--- config.mk ---
export PLATFORM = sky130hd
export DESIGN_NAME = pwm_deadtime_gen
export DESIGN_NICKNAME = d
export VERILOG_FILES = /design/src/rtl/pwmdt_pkg.sv /design/src/rtl/pwmdt_cycle_map.sv /design/src/rtl/pwmdt_timer.sv /design/src/rtl/pwm_deadtime_gen.sv
export SDC_FILE = /design/constraint.sdc
export NUM_CORES = 1
export LEC_CHECK = 0
export ABC_CLOCK_PERIOD_IN_PS = 3900
export BUFFER_PORTS_ARGS = -buffer_cell sky130_fd_sc_hd__buf_2
export CAP_MARGIN = 10
export CORE_MARGIN = 1
export CORE_UTILIZATION = 55
export DETAILED_ROUTE_END_ITERATION = 10
export PLACE_DENSITY = 0.72
export SLEW_MARGIN = 20
export SYNTH_ARGS = -nofsm -noshare
export SYNTH_HDL_FRONTEND = slang
export SYNTH_HIERARCHICAL = 1
export SYNTH_SLANG_ARGS = --single-unit
export TNS_END_PERCENT = 10
--- constraint.sdc ---
create_clock -name clk -period 3.9 [get_ports clk]
set_input_delay 0.195 -clock clk [delete_from_list [all_inputs] [get_ports clk]]
set_output_delay 0.195 -clock clk [all_outputs]
set_load 0.01 [all_outputs]
--- src/rtl/pwmdt_pkg.sv ---
package pwmdt_pkg;

   localparam int unsigned CODE_W    = 4;
   localparam int unsigned NUM_CODES = 1 << CODE_W;
   localparam int unsigned FINE_LAST = 10;   // last code on the 50 ns grid
   localparam int unsigned FINE_NS   = 50;
   localparam int unsigned COARSE_NS = 100;
   localparam int unsigned MAX_NS    = 1000;

   // Nanoseconds selected by a code: 50 ns grid, then 100 ns grid.
   function automatic int unsigned code_to_ns(input int unsigned code);
      if (code <= FINE_LAST)
         return code * FINE_NS;
      return FINE_LAST * FINE_NS + (code - FINE_LAST) * COARSE_NS;
   endfunction

   // Nanoseconds to clock cycles, rounded up.
   function automatic int unsigned ns_to_cycles(input int unsigned ns,
                                                input int unsigned freq_hz);
      longint unsigned prod;
      prod = longint'(ns) * longint'(freq_hz) + 64'd999_999_999;
      return int'(prod / 64'd1_000_000_000);
   endfunction

endpackage

--- src/rtl/pwmdt_cycle_map.sv ---
module pwmdt_cycle_map
   import pwmdt_pkg::*;
#(
   parameter int unsigned CLK_FREQ_HZ = 100_000_000,
   parameter int unsigned CNT_W       = 7,
   parameter bit          USE_TABLE   = 1'b1
) (
   input  logic [CODE_W-1:0] code,
   output logic [CNT_W-1:0]  cycles
);

   generate
      if (USE_TABLE) begin : g_table
         logic [CNT_W-1:0] rom [NUM_CODES];
         for (genvar g = 0; g < NUM_CODES; g++) begin : g_entry
            assign rom[g] = CNT_W'(ns_to_cycles(code_to_ns(g), CLK_FREQ_HZ));
         end
         assign cycles = rom[code];
      end else begin : g_arith
         always_comb begin
            cycles = CNT_W'(ns_to_cycles(code_to_ns(int'(code)), CLK_FREQ_HZ));
         end
      end
   endgenerate

endmodule

--- src/rtl/pwmdt_timer.sv ---
module pwmdt_timer #(
   parameter int unsigned CNT_W = 7
) (
   input  logic             clk,
   input  logic             rst_n,
   input  logic             load,
   input  logic [CNT_W-1:0] load_val,
   output logic             busy,
   output logic             expire
);

   logic [CNT_W-1:0] remain_q;

   always_ff @(posedge clk or negedge rst_n) begin
      if (!rst_n)
         remain_q <= '0;
      else if (load)
         remain_q <= load_val;
      else if (remain_q != '0)
         remain_q <= remain_q - CNT_W'(1);
   end

   assign busy   = (remain_q != '0);
   assign expire = (remain_q == CNT_W'(1));

endmodule

--- src/rtl/pwm_deadtime_gen.sv ---
module pwm_deadtime_gen
   import pwmdt_pkg::*;
#(
   parameter int unsigned CLK_FREQ_HZ = 100_000_000,
   parameter bit          USE_TABLE   = 1'b1
) (
   input  logic              clk,
   input  logic              rst_n,
   input  logic              pwm_cmd,
   input  logic [CODE_W-1:0] dt_code,
   output logic              gate_hi,
   output logic              gate_lo
);

   localparam int unsigned MAX_CYC = ns_to_cycles(MAX_NS, CLK_FREQ_HZ);
   localparam int unsigned CNT_W   = (MAX_CYC < 2) ? 1 : $clog2(MAX_CYC + 1);

   generate
      if (CLK_FREQ_HZ < 1_000_000) begin : g_bad_freq
         $error("pwm_deadtime_gen: CLK_FREQ_HZ below 1 MHz");
      end
      if (MAX_CYC > 65_535) begin : g_bad_span
         $error("pwm_deadtime_gen: dead-time count exceeds 16 bits");
      end
   endgenerate

   logic [CNT_W-1:0] span_cyc;
   logic             lvl_q;
   logic             hi_q, lo_q;
   logic             flip;
   logic             t_busy, t_expire;

   assign flip = (pwm_cmd != lvl_q);

   pwmdt_cycle_map #(
      .CLK_FREQ_HZ(CLK_FREQ_HZ),
      .CNT_W      (CNT_W),
      .USE_TABLE  (USE_TABLE)
   ) u_map (
      .code  (dt_code),
      .cycles(span_cyc)
   );

   pwmdt_timer #(
      .CNT_W(CNT_W)
   ) u_timer (
      .clk     (clk),
      .rst_n   (rst_n),
      .load    (flip),
      .load_val(span_cyc),
      .busy    (t_busy),
      .expire  (t_expire)
   );

   always_ff @(posedge clk or negedge rst_n) begin
      if (!rst_n) begin
         lvl_q <= 1'b0;
         hi_q  <= 1'b0;
         lo_q  <= 1'b0;
      end else if (flip) begin
         lvl_q <= pwm_cmd;
         if (span_cyc == '0) begin
            hi_q <= pwm_cmd;
            lo_q <= ~pwm_cmd;
         end else begin
            hi_q <= 1'b0;
            lo_q <= 1'b0;
         end
      end else if (t_busy) begin
         if (t_expire) begin
            hi_q <= lvl_q;
            lo_q <= ~lvl_q;
         end
      end else begin
         hi_q <= lvl_q;
         lo_q <= ~lvl_q;
      end
   end

   assign gate_hi = hi_q;
   assign gate_lo = lo_q;

endmodule

==> metrics.csv <==
metric,value,unit
status,"finished, final reports clean",
Power Dens Cells,404.4,nW/um2
RSZ-0062 raised after global routing,false,
setup_tns,0,ns
area added between synthesis and finish,7.418,%
Worst-path clk slew,0.06,ns
Post-Syn Area,843.3,um2
post-synth top area share,29.67,%
Worst-Margin Slew,0.8904,ns
Post-synth EDFFs,0,
grt total ovfl,0,
endpoints failing setup,0,
required time worst endpoint,4.04,ns
most frequent cell after synthesis,dfrtp_1,
All-Layer GR Usage,23.12,%
clk_lat worst skew,0.26,ns
number of max-cap violations,0,
largest area contributor in the netlist,dfrtp_1,
Hold WC Path Type,input pin to flop,
die area,1694,um2
vias,690,
PnR worst setup slack,1.972,ns
DP Worst Slack,1.992,ns
worst hold slack,0.1268,ns
Setup CP Type,flop to flop,
register area share after synthesis,29.67,%
Die Wd,41.16,um
min Tclk post-route,1.928,ns
Clock Sinks,10,
fin crit share,49.44,%
worst path arrival time,2.07,ns
Hold Path Sink,lvl_q$_DFFE_PN0N_,
busiest grt layer,met2,
CTS Buffer Depth,2,
CTS Buf Count,3,
reg2reg setup slack,1.97,ns
Placement Cell Area,873.3,um2
RR Startpoint,u_timer/remain_q[3]$_DFFE_PN0P_,
CP max-delay cell,or4_1,
setup bufs post-CTS,0,
Leakage,0.0004105,uW
n_diodes,0,
cells after synthesis,98,
reg-to-reg endpoint,gate_lo$_DFFE_PN0P_,
unique cell type count in the Yosys netlist,37,
Worst Path Max Fanout,7,
core area,1366,um2
WHS Path Cells,1,
WL final,1569,um
antenna-violating nets left,0,
met3 Use GR,8.152,%
vias per cell,5.750,
"Async S/R FF share, synth",100.0,%
Clock Skew,0.008369,ns
worst r2r path cells,6,
Slew Limit Fails,0,
first-pass GRT wire length,2490,um
M2 GR Usage,35.94,%
I/O Pins,9,
row cnt,13,
Initial Utilization,61.72,%
layout cell share with drive strength beyond 1,17.14,%
post-synthesis average cell area,8.605,um2
CTS tree,yes,
CP peak stage delay,0.66,ns
# fillers,120,
critical path launch point type,flop,
DP HPWL,1176,um
routed length per instance,13.08,um
Final Power,366.3,uW
Fin. Hold Viols,0,
multi-input combinational cell area,530.5,um2
Worst VDD drop,172.2,uV
number of buffers added on ports,8,
drt pass-1 iters,4,
CTS H-tree lvls,1,
crit path capture type,flop,
vias in the first global route,554,
Seq. cell area,250.2,um2
DRT iter0 DRCs,12,
final instance area,905.9,um2
clk root buf,clkbuf_4,
synth top area cells,"dfrtp_1 (30%), ha_1 (10%), inv_1 (4.0%)",
"flops & latches, synth",10,
worst hold start,pwm_cmd,
chip height,41.16,um
met1 Track Usage GR,29.70,%
fmax,0.5186,GHz
"Critical Path, Cell by Cell",or4_1 > nor2_1 > inv_1 > nor2b_1 > nand4_1 > nand3_1,
# DRC,0,
nets,121,
Placer Congestion,0.7846,
Syn Nets,112,
Yosys Warn Count,6,
top_reg_cell synth,dfrtp_1,
"top cells by count, synth","dfrtp_1 (10), inv_1 (9), ha_1 (7), nand2_1 (6), nor2_1 (6)",
initial antenna violation count,0,
largest net degree at the start of global routing,16,
worst rel slew slack,40.44,%
-- cells in the final DEF (no fill, tap or decap), drive strengths merged --
| cell type | instances |
|---|---|
| a31o | 2 |
| ha | 7 |
| nand3b | 1 |
| a31oi | 2 |
| nand3 | 3 |
| nand2b | 5 |
| or2b | 1 |
| nor4 | 2 |
| or4 | 1 |
| o211ai | 1 |
| mux2 | 1 |
| and2 | 2 |
| a21oi | 3 |
| buf | 8 |
| dlygate4sd3 | 1 |
| a221oi | 1 |
| nor3b | 3 |
| nand2 | 6 |
| nand4b | 2 |
| clkbuf | 3 |
| o31ai | 4 |
| nand4 | 1 |
| mux4 | 1 |
| inv | 9 |
| o21ai | 3 |
| or2 | 1 |
| dfrtp | 10 |
| nor2b | 3 |
| o21a | 1 |
| xor2 | 1 |
| a21bo | 1 |
| nor3 | 5 |
| xnor2 | 3 |
| a22o | 1 |
| nor2 | 6 |
-- per-stage QoR --
step / util (%) / cells
2_1_floorplan: - / 98
3_3_place_gp: 63.92 / 116
3_5_place_dp: 63.92 / 116
4_1_cts: 66.30 / 120
5_1_grt: 66.30 / 120
6_report: 66.30 / 120
-- repair_timing --
item                      CTS  global route
gates resized for setup     0             0
hold buffers                1             0
hold endpoints to repair   10             0
-- flip-flops by register name, indices dropped and copies added, names as in the netlist --
register,count
u_timer/remain_q,7
gate_lo,1
gate_hi,1
lvl_q,1
-- worst max-delay path by stage --
stage | startpoint | slack (ns) | cells after the start | endpoint
after floorplan | u_timer/remain_q[3]$_DFFE_PN0P_ | 2.16 | 7 | gate_lo$_DFFE_PN0P_
after global placement | u_timer/remain_q[3]$_DFFE_PN0P_ | 2.01 | 6 | gate_lo$_DFFE_PN0P_
after detailed placement | u_timer/remain_q[3]$_DFFE_PN0P_ | 1.99 | 6 | gate_lo$_DFFE_PN0P_
after CTS | u_timer/remain_q[3]$_DFFE_PN0P_ | 1.98 | 6 | gate_lo$_DFFE_PN0P_
after global routing | u_timer/remain_q[3]$_DFFE_PN0P_ | 1.82 | 6 | gate_lo$_DFFE_PN0P_
final | u_timer/remain_q[3]$_DFFE_PN0P_ | 1.97 | 6 | gate_lo$_DFFE_PN0P_
-- power by group --
group          switching [uW]  internal [uW]  leakage [uW]  total, uW
sequential               29.6            128      0.000124        157
combinational            75.8           66.4      0.000273        142
clock                    31.6           35.4     0.0000138       67.0
-- worst max-delay path: cells and delay by family (launching register included) --
family	cells	cell delay, ns
flip-flops	1	0.44
buffers and inverters	1	0.09
AND/OR/NAND/NOR	5	1.28
-- metal layers --
layer	wire, um	share of wire (%)
met4	9	0.57
met3	37	2.4
met2	719	46
met1	803	51
met5	0	0
-- cell families after synthesis --
| kind of cell | synth area share (%) |
|---|---|
| fa+ha+maj | 10.39 |
| mux | 4.006 |
| buf+inv | 7.417 |
| simple gates | 28.64 |
| compound gates | 15.73 |
| flops | 29.67 |
| xor+xnor | 4.155 |
-- cell type report --
type / count / share of cell area [%]
well taps: 15 / 2.072
clock buffers: 3 / 2.486
multi-input cells: 74 / 58.56
flip-flops and latches: 10 / 27.62
inverters: 9 / 3.729
repair buffers: 9 / 5.525
Note: power is estimated with default switching activity, not from simulation.
